===== src/rtl/ipi_match_pkg.sv =====
package ipi_match_pkg;

  typedef enum logic [2:0] {
    SEL_PHYS_ID = 3'd0,
    SEL_LOG_ID  = 3'd1,
    SEL_FORMAT  = 3'd2,
    SEL_CMD_LO  = 3'd3,
    SEL_CMD_HI  = 3'd4
  } regSel_e;

  // Load strobes from control to datapath
  typedef struct packed {
    logic ldPhys;
    logic ldLog;
    logic ldFmt;
    logic ldLo;
    logic ldHi;
  } strobes_t;

  localparam logic [2:0] DM_LOWEST = 3'd1;

  localparam logic [1:0] SH_NONE     = 2'd0;
  localparam logic [1:0] SH_SELF     = 2'd1;
  localparam logic [1:0] SH_ALL      = 2'd2;
  localparam logic [1:0] SH_ALL_BUT  = 2'd3;

endpackage


===== src/rtl/ipi_match_ctrl.sv =====
module ipi_match_ctrl
  import ipi_match_pkg::*;
#(
  parameter int SEL_W = 3
) (
  input  logic             clk,
  input  logic             rst_n,
  input  logic             wrEn,
  input  logic [SEL_W-1:0] wrSel,
  output strobes_t         strb,
  output logic             resValid
);

  always_comb begin
    strb = '0;
    if (wrEn) begin
      case (wrSel)
        SEL_PHYS_ID: strb.ldPhys = 1'b1;
        SEL_LOG_ID:  strb.ldLog  = 1'b1;
        SEL_FORMAT:  strb.ldFmt  = 1'b1;
        SEL_CMD_LO:  strb.ldLo   = 1'b1;
        SEL_CMD_HI:  strb.ldHi   = 1'b1;
        default:     strb        = '0;
      endcase
    end
  end

  always_ff @(posedge clk) begin
    if (!rst_n) resValid <= 1'b0;
    else        resValid <= strb.ldLo;
  end


  validAfterLo_chk: assert property (@(posedge clk) disable iff (!rst_n)
    (wrEn && wrSel == SEL_CMD_LO) |=> resValid);


  noValidOtherwise_chk: assert property (@(posedge clk) disable iff (!rst_n)
    !(wrEn && wrSel == SEL_CMD_LO) |=> !resValid);

endmodule


===== src/rtl/ipi_match_datapath.sv =====
module ipi_match_datapath
  import ipi_match_pkg::*;
#(
  parameter int              DATA_W     = 32,
  parameter int              ID_W       = 8,
  parameter int              SEL_W      = 3,
  parameter logic [ID_W-1:0] UNIT_INDEX = '0
) (
  input  logic              clk,
  input  logic              rst_n,
  input  strobes_t          strb,
  input  logic [DATA_W-1:0] wrData,
  input  logic              fromSelf,
  input  logic [SEL_W-1:0]  rdSel,
  output logic [DATA_W-1:0] rdData,
  output logic              resMatch,
  output logic              resError,
  output logic [7:0]        resVector,
  output logic [2:0]        resDelivMode,
  output logic              resDestLogical,
  output logic              resLevel,
  output logic              resTrigger,
  output logic [1:0]        resShorthand
);

  localparam int ID_LSB   = DATA_W - ID_W;
  localparam int NIB_W    = ID_W / 2;
  localparam int FMT_W    = 4;
  localparam int PEND_BIT = 12;
  localparam int VEC_LSB  = 0;
  localparam int DM_LSB   = 8;
  localparam int DMODE_B  = 11;
  localparam int LVL_B    = 14;
  localparam int TRG_B    = 15;
  localparam int SH_LSB   = 18;

  logic [ID_W-1:0]   physIdQ;
  logic [ID_W-1:0]   logIdQ;
  logic [DATA_W-1:0] fmtQ;
  logic [DATA_W-1:0] cmdLoQ;
  logic [ID_W-1:0]   destQ;

  logic [DATA_W-1:0] loNext;
  logic [1:0]        shNext;
  logic [2:0]        dmNext;
  logic              logicalNext;
  logic              flatFmt;
  logic              physHit, flatHit, clusterHit, lowestBcast;
  logic              matchNext, errorNext;

  // Register file
  always_ff @(posedge clk) begin
    if (!rst_n) begin
      physIdQ <= UNIT_INDEX;
      logIdQ  <= '0;
      fmtQ    <= '1;
      cmdLoQ  <= '0;
      destQ   <= '0;
    end else begin
      if (strb.ldPhys) physIdQ <= wrData[DATA_W-1:ID_LSB];
      if (strb.ldLog)  logIdQ  <= wrData[DATA_W-1:ID_LSB];
      if (strb.ldFmt)  fmtQ    <= wrData;
      if (strb.ldLo)   cmdLoQ  <= loNext;
      if (strb.ldHi)   destQ   <= wrData[DATA_W-1:ID_LSB];
    end
  end

  // Destination decision on the incoming low word
  always_comb begin
    loNext           = wrData;
    loNext[PEND_BIT] = 1'b0;
  end

  assign shNext      = loNext[SH_LSB +: 2];
  assign dmNext      = loNext[DM_LSB +: 3];
  assign logicalNext = loNext[DMODE_B];
  assign flatFmt     = (fmtQ[DATA_W-1 -: FMT_W] == {FMT_W{1'b1}});
  assign physHit     = (destQ == physIdQ);
  assign flatHit     = |(logIdQ & destQ);
  assign clusterHit  = (logIdQ[ID_W-1 -: NIB_W] == destQ[ID_W-1 -: NIB_W]) &&
                       (|(logIdQ[NIB_W-1:0] & destQ[NIB_W-1:0]));
  assign lowestBcast = (dmNext == DM_LOWEST) && (destQ == {ID_W{1'b1}});

  always_comb begin
    matchNext = 1'b0;
    errorNext = 1'b0;
    case (shNext)
      SH_SELF:    matchNext = fromSelf;
      SH_ALL:     matchNext = 1'b1;
      SH_ALL_BUT: matchNext = !fromSelf;
      default: begin
        if (!logicalNext)      matchNext = physHit;
        else if (flatFmt)      matchNext = flatHit;
        else if (lowestBcast)  errorNext = 1'b1;
        else                   matchNext = clusterHit;
      end
    endcase
  end

  // Result registers
  always_ff @(posedge clk) begin
    if (!rst_n) begin
      resMatch       <= 1'b0;
      resError       <= 1'b0;
      resVector      <= '0;
      resDelivMode   <= '0;
      resDestLogical <= 1'b0;
      resLevel       <= 1'b0;
      resTrigger     <= 1'b0;
      resShorthand   <= '0;
    end else if (strb.ldLo) begin
      resMatch       <= matchNext;
      resError       <= errorNext;
      resVector      <= loNext[VEC_LSB +: 8];
      resDelivMode   <= dmNext;
      resDestLogical <= logicalNext;
      resLevel       <= loNext[LVL_B];
      resTrigger     <= loNext[TRG_B];
      resShorthand   <= shNext;
    end
  end

  // Read-back
  always_comb begin
    rdData = '0;
    case (rdSel)
      SEL_PHYS_ID: rdData[DATA_W-1:ID_LSB] = physIdQ;
      SEL_LOG_ID:  rdData[DATA_W-1:ID_LSB] = logIdQ;
      SEL_FORMAT:  rdData = fmtQ;
      SEL_CMD_LO:  rdData = cmdLoQ;
      SEL_CMD_HI:  rdData[DATA_W-1:ID_LSB] = destQ;
      default:     rdData = '0;
    endcase
  end


  pendingCleared_chk: assert property (@(posedge clk) disable iff (!rst_n)
    strb.ldLo |=> (cmdLoQ[PEND_BIT] == 1'b0) &&
                  (cmdLoQ[PEND_BIT-1:0] == $past(wrData[PEND_BIT-1:0])));


  broadcastAll_chk: assert property (@(posedge clk) disable iff (!rst_n)
    (strb.ldLo && wrData[SH_LSB +: 2] == SH_ALL) |=> resMatch);


  excludeSelf_chk: assert property (@(posedge clk) disable iff (!rst_n)
    (strb.ldLo && wrData[SH_LSB +: 2] == SH_ALL_BUT && fromSelf) |=> !resMatch);


  physEqual_chk: assert property (@(posedge clk) disable iff (!rst_n)
    (strb.ldLo && wrData[SH_LSB +: 2] == SH_NONE && !wrData[DMODE_B] &&
     destQ == physIdQ) |=> resMatch);


  errorNoMatch_chk: assert property (@(posedge clk) disable iff (!rst_n)
    resError |-> !resMatch);

endmodule


===== src/rtl/ipi_target_match.sv =====
module ipi_target_match
  import ipi_match_pkg::*;
#(
  parameter int              DATA_W     = 32,
  parameter int              ID_W       = 8,
  parameter int              SEL_W      = 3,
  parameter logic [ID_W-1:0] UNIT_INDEX = 8'd3
) (
  input  logic              clk,
  input  logic              rst_n,
  input  logic              wrEn,
  input  logic [SEL_W-1:0]  wrSel,
  input  logic [DATA_W-1:0] wrData,
  input  logic              fromSelf,
  input  logic [SEL_W-1:0]  rdSel,
  output logic [DATA_W-1:0] rdData,
  output logic              resValid,
  output logic              resMatch,
  output logic              resError,
  output logic [7:0]        resVector,
  output logic [2:0]        resDelivMode,
  output logic              resDestLogical,
  output logic              resLevel,
  output logic              resTrigger,
  output logic [1:0]        resShorthand
);

  strobes_t strb;

  ipi_match_ctrl #(.SEL_W(SEL_W)) u_ctrl (
    .clk      (clk),
    .rst_n    (rst_n),
    .wrEn     (wrEn),
    .wrSel    (wrSel),
    .strb     (strb),
    .resValid (resValid)
  );

  ipi_match_datapath #(
    .DATA_W     (DATA_W),
    .ID_W       (ID_W),
    .SEL_W      (SEL_W),
    .UNIT_INDEX (UNIT_INDEX)
  ) u_dp (
    .clk            (clk),
    .rst_n          (rst_n),
    .strb           (strb),
    .wrData         (wrData),
    .fromSelf       (fromSelf),
    .rdSel          (rdSel),
    .rdData         (rdData),
    .resMatch       (resMatch),
    .resError       (resError),
    .resVector      (resVector),
    .resDelivMode   (resDelivMode),
    .resDestLogical (resDestLogical),
    .resLevel       (resLevel),
    .resTrigger     (resTrigger),
    .resShorthand   (resShorthand)
  );

endmodule


===== config.mk =====
export PLATFORM = sky130hd
export DESIGN_NAME = ipi_target_match
export DESIGN_NICKNAME = d
export VERILOG_FILES = /design/src/rtl/ipi_match_pkg.sv /design/src/rtl/ipi_match_ctrl.sv /design/src/rtl/ipi_match_datapath.sv /design/src/rtl/ipi_target_match.sv
export SDC_FILE = /design/constraint.sdc
export NUM_CORES = 1
export LEC_CHECK = 0
export BUFFER_PORTS_ARGS = -buffer_cell sky130_fd_sc_hd__buf_4
export CAP_MARGIN = 30
export CORE_MARGIN = 2
export CORE_UTILIZATION = 35
export DETAILED_ROUTE_END_ITERATION = 12
export GPL_ROUTABILITY_DRIVEN = 0
export GPL_TIMING_DRIVEN = 0
export PLACE_DENSITY = 0.54
export SLEW_MARGIN = 20
export SYNTH_ARGS = -nofsm -noshare
export SYNTH_HDL_FRONTEND = slang
export SYNTH_SLANG_ARGS = --single-unit

===== constraint.sdc =====
create_clock -name clk -period 1.8 [get_ports clk]
set_input_delay 0.36 -clock clk [delete_from_list [all_inputs] [get_ports clk]]
set_output_delay 0.36 -clock clk [all_outputs]
set_load 0.05 [all_outputs]

* Yosys cells after proc, flatten, opt, wreduce, memory -nomap -nowiden
Cells that the tools add are included.
Cells by class: equal/unequal tests 16, mux-type cells 16, bitwise logic cells 2, reduce and logical (&&, ||, !) cells 8
Operators by type and width (number):
- $pmux W24 S2 | 1
- $pmux W8 S5 | 1
- $eq A3 B2 Y1 const B | 4
- $mux W1 | 12
- $eq A3 B1 Y1 const B | 3
- $and A8 B8 Y8 | 1
- $eq A8 B8 Y1 | 1
- $eq A8 B8 Y1 const B | 1
- $reduce_or A8 Y1 | 1
- $eq A3 B3 Y1 const B | 2
- $logic_not A3 Y1 | 2
- $mux W5 | 1
- $and A4 B4 Y4 | 1
- $eq A2 B2 Y1 const B | 2
- $eq A4 B4 Y1 | 1
- $eq A4 B4 Y1 const B | 1
- $reduce_or A4 Y1 | 1
- $pmux W1 S3 | 1
- $reduce_or A3 Y1 | 1
- $eq A2 B1 Y1 const B | 1
- $logic_and A1 B1 Y1 | 2
- $logic_not A1 Y1 | 1
Storage, ports and cells: register bits after elaboration 106, output and inout port bits 51, word-level logic and storage cells 56

* Longest topological paths before layout
word-level depth 7, gate-level depth with buffers 6

* Hierarchy
From an unflattened synthesis, not the netlist that was laid out.
Unflattened totals: cell total of the unflattened synthesis 443, area, all modules 4356.7 sq um
By module, submodules not included:
- ipi_match_datapath | instances 1, cells an instance 434, area each 4265.3 sq um, sequential area each 1781.7 sq um
- ipi_match_ctrl | instances 1, cells an instance 9, area each 91.3 sq um, sequential area each 20.0 sq um

* Least setup slack after synthesis
OpenSTA, ideal clock, no wires.
kind input to output, start point in rdSel[1], end point out rdData[26], arrival 1993 ps, data required time 1440 ps, setup slack -553 ps, cell stages on the path 3, buffers on the path 2, cells stage by stage buf_2 > buf_4 > o32ai_1
Between the ends: cells in the longest elaborated chain, start to end 2, elaborated cells between the ends (all ways) 6, those cells by class eq/ne: 4; mux: 1; reduce/logical: 1
RTL lines:
- start, declared | RTL line ipi_target_match.sv:15 | input logic [SEL_W-1:0] rdSel,
- $eq A3 B3 Y1 (tied with other cells) | RTL line ipi_match_datapath.sv:126 | case (rdSel)
- $pmux W8 S5 * | RTL line ipi_match_datapath.sv:126
- end, declared | RTL line ipi_target_match.sv:16 | output logic [DATA_W-1:0] rdData,
Mark *: on every way between the ends. The rest lies on a longest branch, timed or not.

* Final worst setup path
start point reg u_dp.cmdLoQ[26], end point out rdData[26]
Between the ends: cells in the longest elaborated chain, start to end 1
RTL lines:
- start, declared | RTL line ipi_match_datapath.sv:40 | logic [DATA_W-1:0] cmdLoQ;
- start signal, assigned | RTL line ipi_match_datapath.sv:63 | if (strb.ldLo) cmdLoQ <= loNext;
- $pmux W8 S5 | RTL line ipi_match_datapath.sv:126
No other way between the ends.

==> qor.txt <==
synthesized area per cell - 8.25 um^2
number of max-cap violations - 0
VDD IR max - 0.000384 V
Synth cell types - 39
clk_lat worst skew - 0.35 ns
CTS tree - built
Max Clk Rate - 548 MHz
Port Buffers - 90
hold path depth - 3
ant diodes - 0
Worst EP required - 1.44 ns
crit path DAT - 1.46 ns
# nets final - 665
Die Width - 113 um
fillers - 1122
vias in the first global route - 3762
fin crit share - 101%
power density cells - 843 mW/mm^2
final WL - 13100 um
Total Routing Usage GR - 21.3%
RSZ-0062 raised after global routing - true
skew final - 0.00665 ns
Main synth FF type - dfxtp_1
routed len/inst - 17.1 um
post-route insts no fill - 766
EDFF count, synth - 0
Yosys top cell by area - dfxtp_1
Slew @ Worst Pin - 0.623 ns
CTS buffer count - 9
Max transition margin - 58.5%
R2R cell count - 5
worst-path fanout max - 2
final instance area - 0.00573 mm^2
Synth top area share - 43.1%
Clock Sinks - 90
maximum root-to-sink buffer count - 2
DRT Pass-1 Iters - 5
top cells by area, synth - dfxtp_1, nand2_1, a21boi_1
placed instance area - 0.00517 mm^2
clock-pin transition on the worst setup and hold timing paths - 0.06 ns
Setup-failing EPs final - 1
share of layout cells above drive strength 1 - 31.8%
crit-path max cell delay - 0.46 ns
H-tree depth - 3
Seq/Total Area, Yosys - 43.1%
Crit Path Class - flip-flop to output pin
Final HPWL DP - 9240 um
initial antenna violation count - 0
Slowest-stage cell, CP - mux4_2
Yosys reg bits - 90
Worst Hold Class - primary input to flip-flop
Via density - 5.10
status - finished, violations left
drt drc - 0
Hold Vio Cnt, Final - 0
Pleak - 0.00245 uW
Rows - 39
cell total after placement - 740
hold_ws - 0.217 ns
Initial Util - 36.2%
asr flop ratio synth - 0%
Final Worst Setup Slack - -0.0241 ns
min Tclk post-route - 1.82 ns
Vias - 3910
GR Overflow Total - 0
Pins Over Slew Limit - 0
largest net degree at the start of global routing - 15
remaining antenna violation count after routing - 0
Post-CTS Hold Buffers - 0
synthesized net count - 553
Root Buffer - clkbuf_16
CORE AREA - 0.0116 mm^2
Crit. End Element - output pin
Worst Setup Start Kind - flip-flop
failing checks - setup timing
DR iter-0 viols - 270
first-pass GRT wire length - 20900 um
synth warn - 0
Post-Syn Area - 0.00418 mm^2
Cell Chain, Critical Path - mux4_2 -> inv_2 -> o32ai_2 -> buf_6
Synth Instances - 507
Ports - 93
Die H - 113 um
die area - 0.0128 mm^2
Area Overhead vs Synth - 36.9%
## kinds of logic (layout without fill, tap and decap cells)
logic type | after synthesis | count (layout) | synth area share (%)
mux | 23 | 23 | 5.80
fa+ha+maj | 4 | 4 | 1.20
simple gates | 241 | 241 | 25.5
compound gates | 90 | 90 | 16.3
xor+xnor | 9 | 9 | 1.88
flops | 90 | 90 | 43.1
buf+inv | 50 | 166 | 6.25
## layout by cell type, fill, tap and decap left out, types with 9 or more instances in the layout
cell and count:
a21boi_0 14, mux2i_1 22, buf_2 12, a22o_2 20
buf_6 14, buf_4 105, nand2_1 161, a21boi_1 31
nand3_1 41, clkbuf_16 9, dfxtp_1 83, nor2_1 9
clkbuf_1 18
## synthesized netlist by cell type, types with 2 or more instances
cell	n
nand2_1	161
nand3_1	41
a21boi_0	14
a21boi_1	31
nor2_1	9
nor2b_1	9
and2_1	3
buf_2	17
nand4_1	2
a21oi_1	8
mux2i_1	22
or4_1	3
dfxtp_1	90
a22oi_1	2
ha_1	4
buf_4	14
o22ai_1	7
xnor2_1	8
a22o_1	23
clkbuf_1	18
and3b_1	3
## flip-flops by register name (all words and copies together) (netlist names), 2 cells and up
register	flops
u_dp.cmdLoQ	21
u_dp.destQ	8
u_dp.fmtQ	32
u_dp.logIdQ	8
u_dp.physIdQ	8
u_dp.resDelivMode	2
u_dp.resVector	7
## metal layers
layer	part of all wire (%)	vias to the layer above	global-route usage, %
li1	-	1943	-
met1	46	1842	28.3
met2	47	112	35.2
met3	4.9	13	3.54
met4	1.5	0	7.48
met5	0	-	0
## final timing paths
path | from | endpoint | slack (ns)
worst max-delay path | u_dp.cmdLoQ[26] | rdData[26] | -0.02
worst min-delay path | wrData[12] | u_dp.fmtQ[12] | 0.22
worst max register to register | u_dp.destQ[7] | u_dp.resMatch | 0.07
worst min register to register | u_dp.cmdLoQ[27] | u_dp.cmdLoQ[27] | 0.45
## cell type report
class                   instances  area [um^2]  share of cell area (%)
multi-input cells             367         2300                    40.1
well taps                     143          179                    3.12
clock buffers                  11          233                    4.06
plain buffers                  48          307                    5.35
flip-flops and latches         90         1810                    31.6
repair buffers                102          820                    14.3
inverters                       1         3.75                  0.0655
clock inverters                 4         76.3                    1.33
## critical path, delay by kind of cell, from the launching register on
kind | cells | cell delay, ns
compound gates | 1 | 0.08
buf+inv | 2 | 0.25
flops | 1 | 0.32
mux | 1 | 0.46
## metrics by stage
stage          util [%]  worst slack (ns)  power (uW)  setup TNS, ns
2_1_floorplan         -           -0.0862        2560        -0.0862
3_3_place_gp       44.7            -0.456        2810         -12.08
3_5_place_dp       44.7            -0.450        2810         -12.01
4_1_cts            48.6           -0.0158        4870        -0.0158
5_1_grt            49.5           -0.0695        5010        -0.0695
6_report           49.5           -0.0241        4830        -0.0241
## report_power, final
part	leakage (uW)	internal (uW)	switching, uW
combinational	0.00157	306	434
sequential	0.000733	2050	37.1
clock	0.000146	1210	792
total	0.00245	3570	1260
## timing repair
action                                  in CTS  in global routing
endpoints found under the setup margin      32                 13
cloned                                       0                  0
resized for setup                           28                 20
endpoints found under the hold margin        0                  0
setup buffers                                8                  4
(Power assumes the default switching activity.)
